File: config.mk
export PLATFORM = sky130hd
export DESIGN_NAME = tlb_xlate
export DESIGN_NICKNAME = d
export VERILOG_FILES = /design/src/rtl/tlb_pkg.sv /design/src/rtl/tlb_slot.sv /design/src/rtl/tlb_victim.sv /design/src/rtl/tlb_perm.sv /design/src/rtl/tlb_xlate.sv
export SDC_FILE = /design/constraint.sdc
export NUM_CORES = 1
export LEC_CHECK = 0
export ABC_CLOCK_PERIOD_IN_PS = 6250
export BUFFER_PORTS_ARGS = -buffer_cell sky130_fd_sc_hd__buf_2
export CAP_MARGIN = 10
export CORE_MARGIN = 2
export CORE_UTILIZATION = 25
export CTS_BUF_LIST = sky130_fd_sc_hd__clkbuf_4 sky130_fd_sc_hd__clkbuf_8
export CTS_CLUSTER_DIAMETER = 120
export CTS_CLUSTER_SIZE = 25
export DETAILED_ROUTE_END_ITERATION = 10
export PLACE_DENSITY = 0.44
export SLEW_MARGIN = 5
export SYNTH_ARGS = -nofsm -noshare
export SYNTH_HDL_FRONTEND = slang
export SYNTH_HIERARCHICAL = 1
export SYNTH_SLANG_ARGS = --single-unit
File: constraint.sdc
create_clock -name clk -period 6.25 [get_ports clk]
set_input_delay 1.5625 -clock clk [delete_from_list [all_inputs] [get_ports clk]]
set_output_delay 1.5625 -clock clk [all_outputs]
set_load 0.01 [all_outputs]
File: src/rtl/tlb_pkg.sv
package tlb_pkg;

    // Flag positions decoded inside a cached entry
    localparam int FLAG_PRESENT  = 0;
    localparam int FLAG_WRITABLE = 1;
    localparam int FLAG_USER     = 2;
    localparam int FLAG_ACCESSED = 5;

    typedef enum logic [1:0] {
        SLOT_EMPTY   = 2'd0,
        SLOT_LOADED  = 2'd1,
        SLOT_TOUCHED = 2'd2
    } slot_state_e;

endpackage

File: src/rtl/tlb_slot.sv
module tlb_slot
    import tlb_pkg::*;
#(
    parameter int VPN_W = 20,
    parameter int PTE_W = 32
) (
    input  logic             clk,
    input  logic             rst_n,
    input  logic [VPN_W-1:0] lk_vpn,
    input  logic             inv_en,
    input  logic [VPN_W-1:0] inv_vpn,
    input  logic             ld_en,
    input  logic [VPN_W-1:0] ld_vpn,
    input  logic [PTE_W-1:0] ld_pte,
    input  logic             touch,
    output logic             lk_match,
    output logic             ld_match,
    output logic             inv_match,
    output logic [PTE_W-1:0] pte_out
);

    slot_state_e      state_q, state_d;
    logic [VPN_W-1:0] tag_q;
    logic [PTE_W-1:0] pte_q;
    logic             live;
    slot_state_e      load_state;

    assign load_state = ld_pte[FLAG_ACCESSED] ? SLOT_TOUCHED : SLOT_LOADED;

    // Next-state selection
    always_comb begin
        state_d = state_q;
        unique case (state_q)
            SLOT_EMPTY: begin
                if (ld_en) state_d = load_state;
            end
            SLOT_LOADED: begin
                if (inv_en && inv_match) state_d = SLOT_EMPTY;
                else if (ld_en)          state_d = load_state;
                else if (touch)          state_d = SLOT_TOUCHED;
            end
            SLOT_TOUCHED: begin
                if (inv_en && inv_match) state_d = SLOT_EMPTY;
                else if (ld_en)          state_d = load_state;
            end
            default: state_d = SLOT_EMPTY;
        endcase
    end

    // State register
    always_ff @(posedge clk) begin
        if (!rst_n) state_q <= SLOT_EMPTY;
        else        state_q <= state_d;
    end

    // Payload registers
    always_ff @(posedge clk) begin
        if (!rst_n) begin
            tag_q <= '0;
            pte_q <= '0;
        end else if (ld_en) begin
            tag_q <= ld_vpn;
            pte_q <= ld_pte;
        end
    end

    // Outputs
    always_comb begin
        live      = (state_q != SLOT_EMPTY);
        lk_match  = live && (tag_q == lk_vpn);
        ld_match  = live && (tag_q == ld_vpn);
        inv_match = live && (tag_q == inv_vpn);
        pte_out   = pte_q;
        pte_out[FLAG_ACCESSED] = (state_q == SLOT_TOUCHED);
    end

    a_r10_drop_empties: assert property (@(posedge clk) disable iff (!rst_n)
        (inv_en && inv_match) |=> (state_q == SLOT_EMPTY));

    a_r7_touch_marks: assert property (@(posedge clk) disable iff (!rst_n)
        (touch && !ld_en && !(inv_en && inv_match)) |=> (state_q == SLOT_TOUCHED));

    a_r9_load_holds_tag: assert property (@(posedge clk) disable iff (!rst_n)
        (ld_en && !inv_en) |=> (ld_match || (tag_q == $past(ld_vpn))));

endmodule

File: src/rtl/tlb_victim.sv
module tlb_victim #(
    parameter int ENTRIES = 8
) (
    input  logic               clk,
    input  logic               rst_n,
    input  logic               advance,
    output logic [ENTRIES-1:0] victim_oh
);

    localparam int IDX_W = (ENTRIES > 1) ? $clog2(ENTRIES) : 1;
    localparam logic [IDX_W-1:0] LAST = IDX_W'(ENTRIES - 1);

    logic [IDX_W-1:0] ptr_q;

    always_ff @(posedge clk) begin
        if (!rst_n)            ptr_q <= '0;
        else if (advance)      ptr_q <= (ptr_q == LAST) ? '0 : ptr_q + 1'b1;
    end

    for (genvar i = 0; i < ENTRIES; i++) begin : g_dec
        assign victim_oh[i] = (ptr_q == IDX_W'(i));
    end

    a_r8_single_victim: assert property (@(posedge clk) disable iff (!rst_n)
        $onehot(victim_oh));

    a_r8_ptr_steps: assert property (@(posedge clk) disable iff (!rst_n)
        (advance && ptr_q != LAST) |=> (ptr_q == $past(ptr_q) + 1'b1));

    a_r9_ptr_holds: assert property (@(posedge clk) disable iff (!rst_n)
        !advance |=> $stable(ptr_q));

endmodule

File: src/rtl/tlb_perm.sv
module tlb_perm #(
    parameter int PAGE_BITS = 12,
    parameter int FRAME_W   = 20,
    parameter int VEC_W     = 8,
    parameter int FAULT_VEC = 5
) (
    input  logic                 hit,
    input  logic                 acc_write,
    input  logic                 acc_user,
    input  logic                 f_present,
    input  logic                 f_writable,
    input  logic                 f_user,
    input  logic [FRAME_W-1:0]   frame,
    input  logic [PAGE_BITS-1:0] offset,
    output logic                 fault,
    output logic [VEC_W-1:0]     vector,
    output logic [FRAME_W+PAGE_BITS-1:0] paddr
);

    logic bad_present, bad_write, bad_user;

    always_comb begin
        bad_present = !f_present;
        bad_write   = acc_write && !f_writable;
        bad_user    = acc_user && !f_user;
        fault       = hit && (bad_present || bad_write || bad_user);
        vector      = fault ? VEC_W'(FAULT_VEC) : '0;
        paddr       = (hit && !fault) ? {frame, offset} : '0;
    end

endmodule

File: src/rtl/tlb_xlate.sv
module tlb_xlate
    import tlb_pkg::*;
#(
    parameter int VA_W      = 32,
    parameter int PAGE_BITS = 12,
    parameter int PTE_W     = 32,
    parameter int FRAME_LSB = 8,
    parameter int ENTRIES   = 8,
    parameter int VEC_W     = 8,
    parameter int FAULT_VEC = 5
) (
    input  logic                      clk,
    input  logic                      rst_n,
    input  logic                      lk_valid,
    input  logic [VA_W-1:0]           lk_vaddr,
    input  logic                      lk_write,
    input  logic                      lk_user,
    output logic                      lk_hit,
    output logic                      lk_miss,
    output logic                      lk_fault,
    output logic [VEC_W-1:0]          lk_vector,
    output logic [VA_W-1:0]           lk_paddr,
    output logic [PTE_W-1:0]          lk_entry,
    input  logic                      fill_valid,
    input  logic [VA_W-PAGE_BITS-1:0] fill_vpn,
    input  logic [PTE_W-1:0]          fill_pte,
    input  logic                      inval_valid,
    input  logic [VA_W-PAGE_BITS-1:0] inval_vpn
);

    localparam int VPN_W   = VA_W - PAGE_BITS;
    localparam int FRAME_W = VA_W - PAGE_BITS;

    logic [VPN_W-1:0]   lk_vpn;
    logic [ENTRIES-1:0] lk_match_v, ld_match_v, inv_match_v, ld_en_v, touch_v;
    logic [PTE_W-1:0]   pte_v [ENTRIES];
    logic [PTE_W-1:0]   sel_pte;
    logic [ENTRIES-1:0] victim_oh;
    logic               any_hit, fill_go, fill_new, perm_fault;
    logic [VEC_W-1:0]   perm_vec;
    logic [VA_W-1:0]    perm_paddr;

    assign lk_vpn = lk_vaddr[VA_W-1:PAGE_BITS];

    for (genvar i = 0; i < ENTRIES; i++) begin : g_slot
        tlb_slot #(.VPN_W(VPN_W), .PTE_W(PTE_W)) u_slot (
            .clk      (clk),
            .rst_n    (rst_n),
            .lk_vpn   (lk_vpn),
            .inv_en   (inval_valid),
            .inv_vpn  (inval_vpn),
            .ld_en    (ld_en_v[i]),
            .ld_vpn   (fill_vpn),
            .ld_pte   (fill_pte),
            .touch    (touch_v[i]),
            .lk_match (lk_match_v[i]),
            .ld_match (ld_match_v[i]),
            .inv_match(inv_match_v[i]),
            .pte_out  (pte_v[i])
        );
    end

    // Entry select: at most one slot matches
    always_comb begin
        sel_pte = '0;
        for (int i = 0; i < ENTRIES; i++) begin
            sel_pte = sel_pte | (pte_v[i] & {PTE_W{lk_match_v[i]}});
        end
    end

    assign any_hit = lk_valid && (|lk_match_v);

    tlb_perm #(
        .PAGE_BITS(PAGE_BITS), .FRAME_W(FRAME_W),
        .VEC_W(VEC_W), .FAULT_VEC(FAULT_VEC)
    ) u_perm (
        .hit       (any_hit),
        .acc_write (lk_write),
        .acc_user  (lk_user),
        .f_present (sel_pte[FLAG_PRESENT]),
        .f_writable(sel_pte[FLAG_WRITABLE]),
        .f_user    (sel_pte[FLAG_USER]),
        .frame     (sel_pte[FRAME_LSB +: FRAME_W]),
        .offset    (lk_vaddr[PAGE_BITS-1:0]),
        .fault     (perm_fault),
        .vector    (perm_vec),
        .paddr     (perm_paddr)
    );

    // Refill routing: in place on a cached page, else the round-robin victim
    assign fill_go  = fill_valid && !inval_valid;
    assign fill_new = fill_go && !(|ld_match_v);

    always_comb begin
        for (int i = 0; i < ENTRIES; i++) begin
            ld_en_v[i] = fill_go && ((|ld_match_v) ? ld_match_v[i] : victim_oh[i]);
            touch_v[i] = any_hit && !perm_fault && lk_match_v[i];
        end
    end

    tlb_victim #(.ENTRIES(ENTRIES)) u_victim (
        .clk      (clk),
        .rst_n    (rst_n),
        .advance  (fill_new),
        .victim_oh(victim_oh)
    );

    always_comb begin
        lk_hit    = any_hit;
        lk_miss   = lk_valid && !(|lk_match_v);
        lk_fault  = perm_fault;
        lk_vector = perm_vec;
        lk_paddr  = perm_paddr;
        lk_entry  = any_hit ? sel_pte : '0;
    end

    a_r3_one_match: assert property (@(posedge clk) disable iff (!rst_n)
        $onehot0(lk_match_v));

    a_r4_fault_vector: assert property (@(posedge clk) disable iff (!rst_n)
        lk_fault |-> (lk_hit && lk_vector == VEC_W'(FAULT_VEC) && lk_paddr == '0));

    a_r2_offset_kept: assert property (@(posedge clk) disable iff (!rst_n)
        (lk_hit && !lk_fault) |-> (lk_paddr[PAGE_BITS-1:0] == lk_vaddr[PAGE_BITS-1:0]));

    a_r12_idle_quiet: assert property (@(posedge clk) disable iff (!rst_n)
        !lk_valid |-> (!lk_hit && !lk_miss && !lk_fault && lk_entry == '0));

    a_r11_inval_wins: assert property (@(posedge clk) disable iff (!rst_n)
        inval_valid |-> (ld_en_v == '0));

endmodule

# Yosys cells after proc, flatten, opt, wreduce, memory -nomap -nowiden
# Index checks and enable logic that the tools add are counted.
dict set report word_totals {
  in_bits 111
  out_inout_bits 75
  register_bits 435
}
dict set report op_classes {
  eq_ne 55
  n_mux 61
  bitwise_logic 15
  add_sub_neg 1
  n_reduce_logical 84
}
# op count
set ops {}
lappend ops {{$eq A20 B20 Y1} 24}
lappend ops {{$and A32 B32 Y32} 8}
lappend ops {{$or A32 B32 Y32} 7}
lappend ops {{$mux W2} 41}
lappend ops {{$mux W32} 2}
lappend ops {{$logic_and A1 B1 Y1} 56}
lappend ops {{$pmux W2 S3} 8}
lappend ops {{$ne A4 B1 Y1 const B} 8}
lappend ops {{$eq A2 B1 Y1 const B} 8}
lappend ops {{$eq A2 B2 Y1 const B} 8}
lappend ops {{$logic_not A2 Y1} 8}
lappend ops {{$reduce_bool A2 Y1} 8}
lappend ops {{$reduce_or A8 Y1} 2}
lappend ops {{$eq A3 B3 Y1 const B} 4}
lappend ops {{$mux W1} 8}
lappend ops {{$logic_not A1 Y1} 7}
lappend ops {{$eq A3 B2 Y1 const B} 2}
lappend ops {{$mux W3} 2}
lappend ops {{$add A3 B1 Y3 const B} 1}
lappend ops {{$eq A3 B1 Y1 const B} 1}
lappend ops {{$logic_not A3 Y1} 1}
lappend ops {{$logic_or A1 B1 Y1} 2}

# Depth between registers and ports, before layout
# Gate-level depths: netlist (run 1).
dict set report depth {
  word_depth 22
  depth_mapped 18
  depth_no_buf 13
}

# By module
# Netlist (run 1), hierarchy kept.
# module area_per_inst_um2 cells_each instances seq_area_each_um2
set by_module_without_submodules {}
lappend by_module_without_submodules {{tlb_slot (g_slot[0].u_slot ...)} 2711.4 265 5 1061.0}
lappend by_module_without_submodules {{tlb_slot (g_slot[5].u_slot ...)} 2725.1 267 3 1061.0}
lappend by_module_without_submodules {tlb_xlate 1779.2 246 1 0.0}
lappend by_module_without_submodules {tlb_perm 725.7 92 1 0.0}
lappend by_module_without_submodules {tlb_victim 244.0 26 1 60.1}

# Least setup slack after synthesis (run 1)
# Ideal clock, no wire load.
dict set report synth_path {
  path_kind {input port to output port}
  start {in lk_vaddr[19]}
  end {out lk_vector[0]}
  arrival_time_ns 3.816
  required_ns 4.688
  path_buffers 6
  stages 14
  setup_slack_ns 0.871
  cell_sequence {xor2_1 -> nor4_1 -> nand4_1 -> nor4_2 -> buf_2 -> nor4_4 -> a21bo_1 -> buf_6 -> inv_4 -> buf_6 -> buf_2 -> buf_2 -> o31a_1 -> buf_4}
}
# element line_no
set synth_rtl {}
lappend synth_rtl {{start, declared} tlb_xlate.sv:15} ;# input logic [VA_W-1:0] lk_vaddr,
lappend synth_rtl {{$eq A20 B20 Y1} tlb_slot.sv:70} ;# lk_match = live && (tag_q == lk_vpn);
lappend synth_rtl {{$logic_and A1 B1 Y1} tlb_slot.sv:70}
lappend synth_rtl {{net lk_match_v[2]} tlb_xlate.sv:35} ;# logic [ENTRIES-1:0] lk_match_v, ld_match_v, inv_match_v, ld_en_v, touch_v;
lappend synth_rtl {{$reduce_or A8 Y1} tlb_xlate.sv:71} ;# assign any_hit = lk_valid && (|lk_match_v);
lappend synth_rtl {{$logic_and A1 B1 Y1} tlb_xlate.sv:71}
lappend synth_rtl {{net lk_hit} tlb_xlate.sv:18} ;# output logic lk_hit,
lappend synth_rtl {{$logic_and A1 B1 Y1} tlb_perm.sv:26} ;# fault = hit && (bad_present || bad_write || bad_user);
lappend synth_rtl {{net lk_fault} tlb_xlate.sv:20} ;# output logic lk_fault,
lappend synth_rtl {{$mux W3} tlb_perm.sv:27} ;# vector = fault ? VEC_W'(FAULT_VEC) : '0;
lappend synth_rtl {{end, declared} tlb_xlate.sv:21} ;# output logic [VEC_W-1:0] lk_vector,
# The timed path passes the listed nets, and every way through them passes these cells.

# Worst setup path after layout (run 1)
dict set report layout_path {
  start {in lk_vaddr[31]}
  end {out lk_paddr[9]}
}
# element line_no
set layout_rtl {}
lappend layout_rtl {{$eq A20 B20 Y1} tlb_slot.sv:70}
lappend layout_rtl {{$logic_and A1 B1 Y1} tlb_slot.sv:70}
lappend layout_rtl {{net lk_match_v[3]} tlb_xlate.sv:35}
lappend layout_rtl {{$and A32 B32 Y32} tlb_xlate.sv:67} ;# sel_pte = sel_pte | (pte_v[i] & {PTE_W{lk_match_v[i]}});
lappend layout_rtl {{$or A32 B32 Y32 (5 in series)} tlb_xlate.sv:67}
lappend layout_rtl {{net sel_pte[2]} tlb_xlate.sv:37} ;# logic [PTE_W-1:0] sel_pte;
lappend layout_rtl {{$logic_not A1 Y1} tlb_perm.sv:25} ;# bad_user = acc_user && !f_user;
lappend layout_rtl {{$logic_and A1 B1 Y1} tlb_perm.sv:25}
lappend layout_rtl {{$logic_or A1 B1 Y1} tlb_perm.sv:26}
lappend layout_rtl {{$logic_and A1 B1 Y1} tlb_perm.sv:26}
lappend layout_rtl {{$logic_not A1 Y1} tlb_perm.sv:28} ;# paddr = (hit && !fault) ? {frame, offset} : '0;
lappend layout_rtl {{$logic_and A1 B1 Y1} tlb_perm.sv:28}
lappend layout_rtl {{$mux W32} tlb_perm.sv:28}
lappend layout_rtl {{end, declared} tlb_xlate.sv:22} ;# output logic [VA_W-1:0] lk_paddr,
# The timed path passes the listed nets, and every way through them passes these cells.

==> results.py, run 1 <==
metrics = {
    "placed_design": {
        "place.gp.congestion": 0.940,
        "dpl_cell_area_sq_mm": 0.0274,
        "hpwl_microns": 73600,
        "dp.cells": 3899,
        "io_buffers": 179,
    },
    "floorplan": {
        "die_area_sq_mm": 0.0999,
        "die-height_microns": 316,
        "start_util_pct": 25.2,
        "core.rowCount": 114,
        "ios": 186,
        "die_x_microns": 316,
        "core_area_sq_mm": 0.0966,
    },
    "power": {
        "vdd_drop_max_v": 0.000160,
        "p_leak_nw": 9.30,
        "p_per_area_mw_per_mm2": 174,
    },
    "hold_path": {
        "hp-start": "g_slot[5].u_slot/pte_q[6]",
        "hold_path.class": "register to register",
        "min_delay_worst_endpoint": "g_slot[5].u_slot/pte_q[6]",
        "holdPathStages": 2,
    },
    "critical_path": {
        "cp_slowest_stage_delay_ns": 0.38,
        "reg2reg_to": "g_slot[7].u_slot/state_q[0]",
        "crit_type": "primary input to primary output",
        "crit_buf_inv": 5,
        "cp-start-kind": "primary input",
        "endpoint_kind": "primary output",
        "cp_max_fo": 16,
        "crit_slowest_cell": "nor4_2",
        "arrival_ns": 4.51,
        "worst-r2r-setup-slack_ns": 1.90,
        "cp_top_family": "simple AND/OR/NAND/NOR gates",
        "rr_startpoint": "g_slot[3].u_slot/tag_q[15]",
        "r2r_cells": 11,
        "path_cells": "buf_2 -> buf_4 -> xor2_1 -> nor4_2 -> nand4_1 -> buf_4 -> nor4_4 -> buf_12 -> a22oi_1 -> nand4_1 -> nor2b_2 -> nor4_2 -> buf_2",
        "cp_data_required_time_ns": 4.69,
    },
    "timing": {
        "final_hold_viol_count": 0,
        "fmax_mhz": 165,
        "fin_crit_ns": 6.07,
        "worst_clock_skew_ns": 0.0573,
        "tightestPinTransition_ns": 1.05,
        "slew_headroom_pct": 29.5,
        "fin_crit_sh_pct": 97.1,
        "finalSetupViolCount": 0,
        "rsz0062_at_grt": "false",
        "maxSlewViolCount": 0,
    },
    "global_routing": {
        "overflow": 0,
        "grt_usage_pct": 20.0,
        "grt_pass1_wl_microns": 144000,
        "grt_pass1_vias": 19000,
        "grtUsageMet1_pct": 27.0,
        "grt_max_degree": 140,
        "use_met3_pct": 2.39,
        "use_met2_pct": 33.7,
        "antenna_found_initial": 10,
        "busiest_layer": "met2",
    },
    "route": {
        "ant_nets": 0,
        "drt_iter0_markers": 1410,
        "wirelength_microns": 103000,
        "wl_per_cell_microns": 26.1,
        "vias": 19300,
        "dr.pass1.iters": 5,
        "viasPerCell": 4.89,
        "drc_errors": 0,
    },
    "yosys": {
        "netlist_area_sq_mm": 0.0243,
        "netlist_instances": 2466,
        "yosys_warnings": 6,
        "syn_avg_cell_area_sq_um": 9.87,
    },
    "run_status": {
        "status": "completed",
    },
    "clock_tree": {
        "cts_buffers": 23,
        "cts_hold_buf": 0,
        "root_buffer": "clkbuf_8",
        "clockBufferDepth": 3,
        "cts-htree-levels": 1,
        "cts_tree": "done",
        "cts.reportedPaths.clkPinSlew_ns": 0.15,
        "clock_sinks": 427,
        "clock_latency_ns": 0.71,
    },
    "cells_and_area": {
        "nets": 2768,
        "area_growth_pct": 14.7,
        "fin_cells": 3936,
        "drive_gt1_share_pct": 16.4,
        "final_util_pct": 28.9,
        "final_cell_area_sq_mm": 0.0279,
        "fillers": 10100,
    },
    "flow_run": {
        "drv_cap": 0,
    },
}
==> layout by cell type (no fill, tap or decap), types with 9 or more instances in the layout <==
cell type / n
a22o_1: 9
mux2i_1: 408
a21oi_1: 24
and2_1: 15
dfxtp_1: 427
nor2b_1: 438
xor2_1: 256
nor4_2: 53
buf_12: 19
a31oi_1: 9
o2111ai_1: 11
nand2b_1: 17
buf_4: 103
inv_1: 14
nand2_1: 44
a221oi_1: 9
nand4_1: 76
a22oi_1: 110
buf_2: 178
nor4_1: 52
nand3_1: 14
nor3_1: 16
and2_4: 19
nor4_4: 11
clkbuf_8: 23
xnor2_1: 194
==> routing by layer <==
layer | vias to the layer above | share of wire (%) | wire [microns]
met5 | - | 0.033 | 34
met4 | 6 | 2.7 | 2740
met3 | 112 | 4.3 | 4390
met2 | 492 | 48 | 48900
met1 | 9702 | 45 | 46600
li1 | 8946 | - | -
==> what timing repair did <==
item | CTS | global route
setup endpoints to repair | 10 | 14
cloned | 0 | 2
pin swaps | 0 | 1
resized for setup | 1 | 5
setup buffers | 0 | 1
==> worst max path at each step <==
stage                            start           end  cells after the start
final                     lk_vaddr[31]   lk_paddr[9]                     13
after global routing      lk_vaddr[25]  lk_paddr[14]                     13
after CTS                 lk_vaddr[31]  lk_paddr[30]                     14
after floorplan           lk_vaddr[19]  lk_vector[0]                     14
after global placement    lk_vaddr[31]  lk_vector[0]                     14
after detailed placement  lk_vaddr[31]  lk_paddr[30]                     14
==> stage by stage <==
step	total power, mW	hold slack [ns]	setup slack, ns	setup TNS (ns)
2_1_floorplan	3.17	0.479	0.871	0
3_3_place_gp	3.47	0.497	-0.0808	-0.901
3_5_place_dp	3.48	0.503	-0.0492	-0.168
4_1_cts	4.91	0.535	0.0420	0
5_1_grt	5.03	0.548	0.0145	0
6_report	4.85	0.534	0.180	0
==> worst reg2reg max path, stage by stage, from the launching register on <==
cell     delay, ns
dfxtp_1       0.47
buf_4         0.22
xor2_1        0.08
nor4_1        0.86
nand4_1       0.25
nor4_1        0.72
nor4_1        0.12
and3_1        0.37
a22o_4        0.51
nor4b_1       0.41
o21ai_1       0.10
a21oi_1       0.16
==> registers in the layout (all words and copies together) (netlist names) <==
name                   cells
g_slot.u_slot/tag_q      160
g_slot.u_slot/pte_q      248
u_victim/ptr_q             3
g_slot.u_slot/state_q     16
==> layout make-up <==
cell class / instances / area [sq um] / area share, %
diodes: 3 / 7.51 / 0.0269
clock buffers: 24 / 324 / 1.16
clock inverters: 7 / 120 / 0.430
inverters: 24 / 92.6 / 0.332
multi-input cells: 1874 / 15200 / 54.3
flip-flops and latches: 427 / 8550 / 30.6
well taps: 1276 / 1600 / 5.72
repair buffers: 301 / 2060 / 7.38
==> power breakdown <==
part	switching, mW	leakage (nW)	internal (mW)
Sequential	0.0427	3.45	2.76
Clock	1.00	0.226	0.418
Combinational	0.395	5.62	0.237
No activity file was read; power rests on OpenSTA's default activity.
==> run 2: changes to the inputs <==
--- a/config.mk
+++ b/config.mk
@@ -5,16 +5,16 @@
 export SDC_FILE = /design/constraint.sdc
 export NUM_CORES = 1
 export LEC_CHECK = 0
-export ABC_CLOCK_PERIOD_IN_PS = 6250
+export ABC_CLOCK_PERIOD_IN_PS = 5200
 export BUFFER_PORTS_ARGS = -buffer_cell sky130_fd_sc_hd__buf_2
-export CAP_MARGIN = 10
-export CORE_MARGIN = 2
+export CAP_MARGIN = 30
+export CORE_MARGIN = 4
 export CORE_UTILIZATION = 25
 export CTS_BUF_LIST = sky130_fd_sc_hd__clkbuf_4 sky130_fd_sc_hd__clkbuf_8
 export CTS_CLUSTER_DIAMETER = 120
 export CTS_CLUSTER_SIZE = 25
 export DETAILED_ROUTE_END_ITERATION = 10
-export PLACE_DENSITY = 0.44
+export PLACE_DENSITY = 0.45
 export SLEW_MARGIN = 5
 export SYNTH_ARGS = -nofsm -noshare
 export SYNTH_HDL_FRONTEND = slang
==> constraint.sdc (replaced) <==
create_clock -name clk -period 5.2 [get_ports clk]
set_input_delay 1.3 -clock clk [delete_from_list [all_inputs] [get_ports clk]]
set_output_delay 1.3 -clock clk [all_outputs]
set_load 0.01 [all_outputs]
==> results.py, run 2 (synthesis gave the netlist of run 1 again) <==
metrics = {
    "critical_path": {
        "crit_top_cell": "buf_6",
        "crit_slowest_cell": "nor4_4",
        "endpoint_kind": "primary output",
        "cp_max_fo": 6,
        "path_cells": "buf_12 -> buf_6 -> xor2_1 -> nor4_1 -> nand4_1 -> buf_4 -> nor4_4 -> buf_12 -> buf_6 -> nor4_4 -> a21bo_4 -> clkinv_4 -> buf_6 -> clkbuf_16 -> nand2_1 -> nor4_2 -> buf_2",
        "cp-start-kind": "primary input",
        "crit_type": "primary input to primary output",
        "arrival_ns": 4.07,
        "cp_slowest_stage_delay_ns": 0.47,
        "cp_data_required_time_ns": 3.90,
    },
    "timing": {
        "tightestPinTransition_ns": 0.946,
        "rsz0062_at_grt": "true",
        "finalWorstSetupSlack_ns": -0.167,
        "fin_hold_ws_ns": 0.524,
        "final_hold_viol_count": 0,
        "fin_crit_ns": 5.37,
        "fin_crit_sh_pct": 103,
        "worst_clock_skew_ns": 0.0424,
        "finalSetupViolCount": 57,
        "maxSlewViolCount": 0,
        "fmax_mhz": 186,
        "finalSetupTns_ns": -6.03,
        "slew_headroom_pct": 36.4,
    },
    "run_status": {
        "status": "finished with violations",
        "violations": "setup timing",
    },
    "global_routing": {
        "overflow": 0,
        "grt_max_degree": 146,
        "grt_usage_pct": 19.8,
        "antenna_found_initial": 10,
        "grt_pass1_wl_microns": 151000,
        "grt_pass1_vias": 20500,
    },
    "clock_tree": {
        "cts_buffers": 23,
        "root_buffer": "clkbuf_8",
        "clock_latency_ns": 0.70,
        "cts_tree": "done",
        "cts.reportedPaths.clkPinSlew_ns": 0.16,
        "clock_sinks": 427,
        "cts-htree-levels": 1,
        "clockBufferDepth": 3,
    },
    "power": {
        "sw_frac_of_total_pct": 29.6,
        "p_int_mw": 4.15,
        "vdd_drop_max_v": 0.000191,
        "power_switching_mw": 1.74,
        "p_leak_nw": 10.7,
        "clkPwrFrac_pct": 28.8,
        "p_per_area_mw_per_mm2": 192,
        "finalPower_mw": 5.90,
        "power_frac_comb_pct": 14.2,
        "power_frac_seq_pct": 57.0,
    },
    "floorplan": {
        "core.rowCount": 114,
        "start_util_pct": 25.2,
        "core_area_sq_mm": 0.0966,
        "ios": 186,
        "die_area_sq_mm": 0.102,
        "die_x_microns": 320,
        "die-height_microns": 320,
    },
    "route": {
        "drt_iter0_markers": 1448,
        "vias": 20200,
        "wl_per_cell_microns": 25.8,
        "dr.pass1.iters": 5,
        "ant_nets": 0,
        "viasPerCell": 4.91,
        "wirelength_microns": 106000,
        "drc_errors": 0,
    },
    "placed_design": {
        "dp.cells": 4024,
        "io_buffers": 179,
        "dpl_cell_area_sq_mm": 0.0285,
        "place.gp.congestion": 0.974,
        "hpwl_microns": 74900,
        "place_worst_setup_slack_ns": -0.564,
    },
    "cells_and_area": {
        "reg.largest.list": "g_slot.u_slot/pte_q: 248 flops, g_slot.u_slot/tag_q: 160 flops, g_slot.u_slot/state_q: 16 flops",
        "final_util_pct": 31.8,
        "fin_cells": 4121,
        "drive_gt1_share_pct": 23.7,
        "nets": 2951,
        "final_cell_mix": "nor2b_1, dfxtp_1, mux2i_1, xor2_1, buf_4",
        "final_common_cell": "nor2b_1",
        "area_growth_pct": 26.2,
        "top_register": "g_slot.u_slot/pte_q",
        "fillers": 9980,
        "final_cell_area_sq_mm": 0.0307,
        "largest_reg_flops": 248,
    },
    "flow_run": {
        "drv_cap": 0,
    },
    "hold_path": {
        "hold_path.class": "register to register",
    },
}
[run 2: cell types whose count changed in the layout (fill, tap and decap cells not counted), sizes merged]
cell    previous run  this run
buf              301       476
clkbuf            24        27
clkinv             2         5
diode              3         4
inv               28        27
nor2b            442       446
[run 2: worst paths after layout]
| kind | start | endpoint | slack [ns] | cells after the start |
|---|---|---|---|---|
| hold / removal | u_victim/ptr_q[1] | u_victim/ptr_q[1] | 0.52 | 2 |
| setup / recovery | lk_vaddr[31] | lk_paddr[26] | -0.17 | 17 |
| hold reg to reg | u_victim/ptr_q[1] | u_victim/ptr_q[1] | 0.52 | 2 |
| setup reg to reg | g_slot[1].u_slot/tag_q[11] | g_slot[0].u_slot/state_q[1] | 1.09 | 20 |
[run 2: routing by layer]
metal	part of all wire (%)	routed length, microns	GRT usage [%]
met1	45	47600	26.6
met2	46	49400	32.7
met3	4.7	5040	2.57
met4	3.9	4170	6.53
met5	0.15	160	0.880
[run 2: critical path: cells and delay by family]
| kind | cells | cell delay [ns] |
|---|---|---|
| buffers and inverters | 9 | 1.23 |
| xor gates and xnor gates | 1 | 0.13 |
| and+or+nand+nor | 6 | 1.15 |
| AOI/OAI and AO/OA | 1 | 0.24 |
[run 2: timing repair]
action,CTS,global route
cloned,14,3
buffers inserted,32,20
hold buffers,0,0
setup endpoints to repair,68,66
gates resized for setup,101,95
pin swaps,41,29
[run 2: area by class of cell]
class / count / area [sq um] / share of cell area, %
Timing Repair Buffer: 480 / 4310 / 14.0
Clock inverter: 9 / 128 / 0.415
Inverter: 24 / 97.6 / 0.318
Tap cell: 1276 / 1600 / 5.20
Antenna cell: 4 / 10.0 / 0.0326
Sequential cell: 427 / 8550 / 27.8
Multi-Input combinational cell: 1878 / 15700 / 51.2
Clock buffer: 23 / 317 / 1.03
[run 2: power groups by stage]
| stage | registers, mW | clock network (mW) | logic, mW |
|---|---|---|---|
| after CTS | 3.36 | 1.77 | 0.810 |
| after floorplan | 3.41 | 0 | 0.393 |
| after global routing | 3.36 | 1.85 | 0.881 |
| after detailed placement | 3.43 | 0 | 0.779 |
| after global placement | 3.43 | 0 | 0.771 |
| final | 3.36 | 1.70 | 0.839 |
==> run 3: changes to the inputs <==
--- a/config.mk
+++ b/config.mk
@@ -8,7 +8,7 @@
 export ABC_CLOCK_PERIOD_IN_PS = 5200
 export BUFFER_PORTS_ARGS = -buffer_cell sky130_fd_sc_hd__buf_2
 export CAP_MARGIN = 30
-export CORE_MARGIN = 4
+export CORE_MARGIN = 5
 export CORE_UTILIZATION = 25
 export CTS_BUF_LIST = sky130_fd_sc_hd__clkbuf_4 sky130_fd_sc_hd__clkbuf_8
 export CTS_CLUSTER_DIAMETER = 120
==> results.py, run 3 (synthesis gave the netlist of run 1 again) <==
metrics = {
    "run_status": {
        "status": "completed",
    },
    "power": {
        "p_per_area_mw_per_mm2": 205,
        "p_leak_nw": 9.82,
        "finalPower_mw": 5.96,
        "vdd_drop_max_v": 0.000166,
    },
    "clock_tree": {
        "clock_latency_ns": 0.69,
        "cts.reportedPaths.clkPinSlew_ns": 0.11,
        "clock_sinks": 427,
        "root_buffer": "clkbuf_8",
        "cts-htree-levels": 1,
        "clockBufferDepth": 3,
        "cts_tree": "done",
        "cts_buffers": 25,
    },
    "cells_and_area": {
        "area_growth_pct": 19.4,
        "reg.largest.list": "g_slot.u_slot/pte_q: 248 flops, g_slot.u_slot/tag_q: 160 flops, g_slot.u_slot/state_q: 16 flops",
        "final_common_cell": "nor2b_1",
        "largest_reg_flops": 248,
        "final_cell_mix": "nor2b_1, dfxtp_1, mux2i_1, xor2_1, xnor2_1",
        "top_register": "g_slot.u_slot/pte_q",
        "drive_gt1_share_pct": 19.4,
        "nets": 2829,
    },
    "placed_design": {
        "place.gp.congestion": 0.922,
        "hpwl_microns": 67200,
        "io_buffers": 179,
    },
    "critical_path": {
        "rr_startpoint": "g_slot[5].u_slot/tag_q[11]",
        "worst-r2r-setup-slack_ns": 1.27,
        "cp_max_fo": 8,
        "arrival_ns": 3.89,
        "r2r_cells": 18,
        "cp-start-kind": "primary input",
        "crit_slowest_cell": "nor4_4",
        "cp_slowest_stage_delay_ns": 0.42,
        "reg2reg_to": "g_slot[3].u_slot/state_q[0]",
        "path_cells": "buf_8 -> xor2_1 -> nor4_1 -> buf_4 -> nand4_1 -> nor4_4 -> buf_12 -> a22oi_1 -> nand4_1 -> buf_12 -> nor2b_4 -> clkbuf_16 -> nor4_4 -> buf_2",
        "crit_path_start": "lk_vaddr[23]",
        "endpoint_kind": "primary output",
        "cp_data_required_time_ns": 3.90,
        "crit_type": "primary input to primary output",
    },
    "hold_path": {
        "hp-start": "g_slot[1].u_slot/pte_q[6]",
        "min_delay_worst_endpoint": "g_slot[1].u_slot/pte_q[6]",
        "holdPathStages": 2,
        "hold_path.class": "register to register",
    },
    "route": {
        "wirelength_microns": 94400,
        "ant_nets": 0,
        "drt_iter0_markers": 1374,
        "wl_per_cell_microns": 23.6,
        "drc_errors": 0,
        "viasPerCell": 4.81,
        "vias": 19300,
        "dr.pass1.iters": 5,
    },
    "timing": {
        "finalSetupTns_ns": 0,
        "fin_crit_sh_pct": 99.9,
        "tightestPinTransition_ns": 0.903,
        "slew_headroom_pct": 39.8,
        "maxSlewViolCount": 0,
        "rsz0062_at_grt": "true",
        "fmax_mhz": 193,
        "final_hold_viol_count": 0,
        "finalSetupViolCount": 0,
        "worst_clock_skew_ns": 0.0547,
        "fin_crit_ns": 5.19,
    },
    "floorplan": {
        "start_util_pct": 25.2,
        "die_area_sq_mm": 0.104,
        "core.rowCount": 114,
        "die-height_microns": 322,
        "die_x_microns": 322,
        "ios": 186,
        "core_area_sq_mm": 0.0967,
    },
    "global_routing": {
        "antenna_found_initial": 12,
        "grt_pass1_wl_microns": 137000,
        "overflow": 0,
        "use_met2_pct": 29.1,
        "use_met3_pct": 2.22,
        "busiest_layer": "met2",
        "grtUsageMet1_pct": 24.4,
        "grt_pass1_vias": 19400,
        "grt_usage_pct": 17.4,
        "grt_max_degree": 141,
    },
    "flow_run": {
        "drv_cap": 0,
    },
}
==> run 3: cell count changes in the layout (fill, tap and decap cells not counted), sizes merged <==
cell / previous run / this run
buf: 476 / 358
nor2b: 446 / 440
clkbuf: 27 / 29
inv: 27 / 28
clkinv: 5 / 8
diode: 4 / 6
clkinvlp: 0 / 2
==> run 3: where the power goes <==
| group | switching, mW | total [mW] | leakage (nW) | internal [mW] |
|---|---|---|---|---|
| clock | 1.26 | 1.82 | 0.264 | 0.559 |
| combinational | 0.466 | 0.780 | 6.11 | 0.314 |
| sequential | 0.0468 | 3.36 | 3.45 | 3.31 |
==> run 3: per-layer routing <==
metal / part of all wire (%) / up-vias / routed length [microns]
li1: - / 9091 / -
met1: 47 / 9672 / 44000
met2: 47 / 422 / 44400
met3: 4.6 / 90 / 4360
met4: 1.7 / 2 / 1610
met5: 0.014 / - / 13
==> run 3: metrics by stage <==
step                area [sq um]  hold WS (ns)  std cells  utilization, %  worst slack, ns
CTS                        28700         0.534       3992            29.7          -0.0142
floorplan                  24400         0.479       2471               -            0.346
finish                     29100         0.530       4007            30.0          0.00554
global route               29000         0.543       4004            30.0          -0.0905
global placement           27900         0.496       3941            28.8           -0.218
detailed placement         27900         0.502       3941            28.8           -0.271
==> run 3: cell type report <==
class | count | area [sq um]
Multi-Input combinational cell | 1872 | 15300
Fill cell | 10100 | 67700
Clock inverter | 14 | 185
Timing Repair Buffer | 361 | 2900
Inverter | 24 | 103
Antenna cell | 6 | 15.0
Clock buffer | 26 | 352
Sequential cell | 427 | 8550
Tap cell | 1276 | 1600
Timing Repair inverter | 1 | 5.00
==> run 3: worst max-delay path: cells and delay by family <==
kind	cells	cell delay (ns)
and+or+nand+nor	6	1.37
AOI/OAI and AO/OA	1	0.08
buffers and inverters	6	0.96
xor gates and xnor gates	1	0.14
==> run 3: worst max-delay path by stage <==
stage and endpoint:
6_report lk_paddr[12], 5_1_grt lk_paddr[9], 4_1_cts lk_paddr[27], 3_5_place_dp lk_paddr[27]
3_3_place_gp lk_paddr[5], 2_1_floorplan lk_vector[0]
==> run 3: what timing repair did <==
| item | CTS | global route |
|---|---|---|
| resized for setup | 35 | 42 |
| gates cloned | 1 | 4 |
| setup endpoints to repair | 59 | 64 |
| pin swaps | 22 | 10 |
| hold endpoints to repair | 0 | 0 |
| hold buffers | 0 | 0 |
| buffers inserted | 10 | 5 |
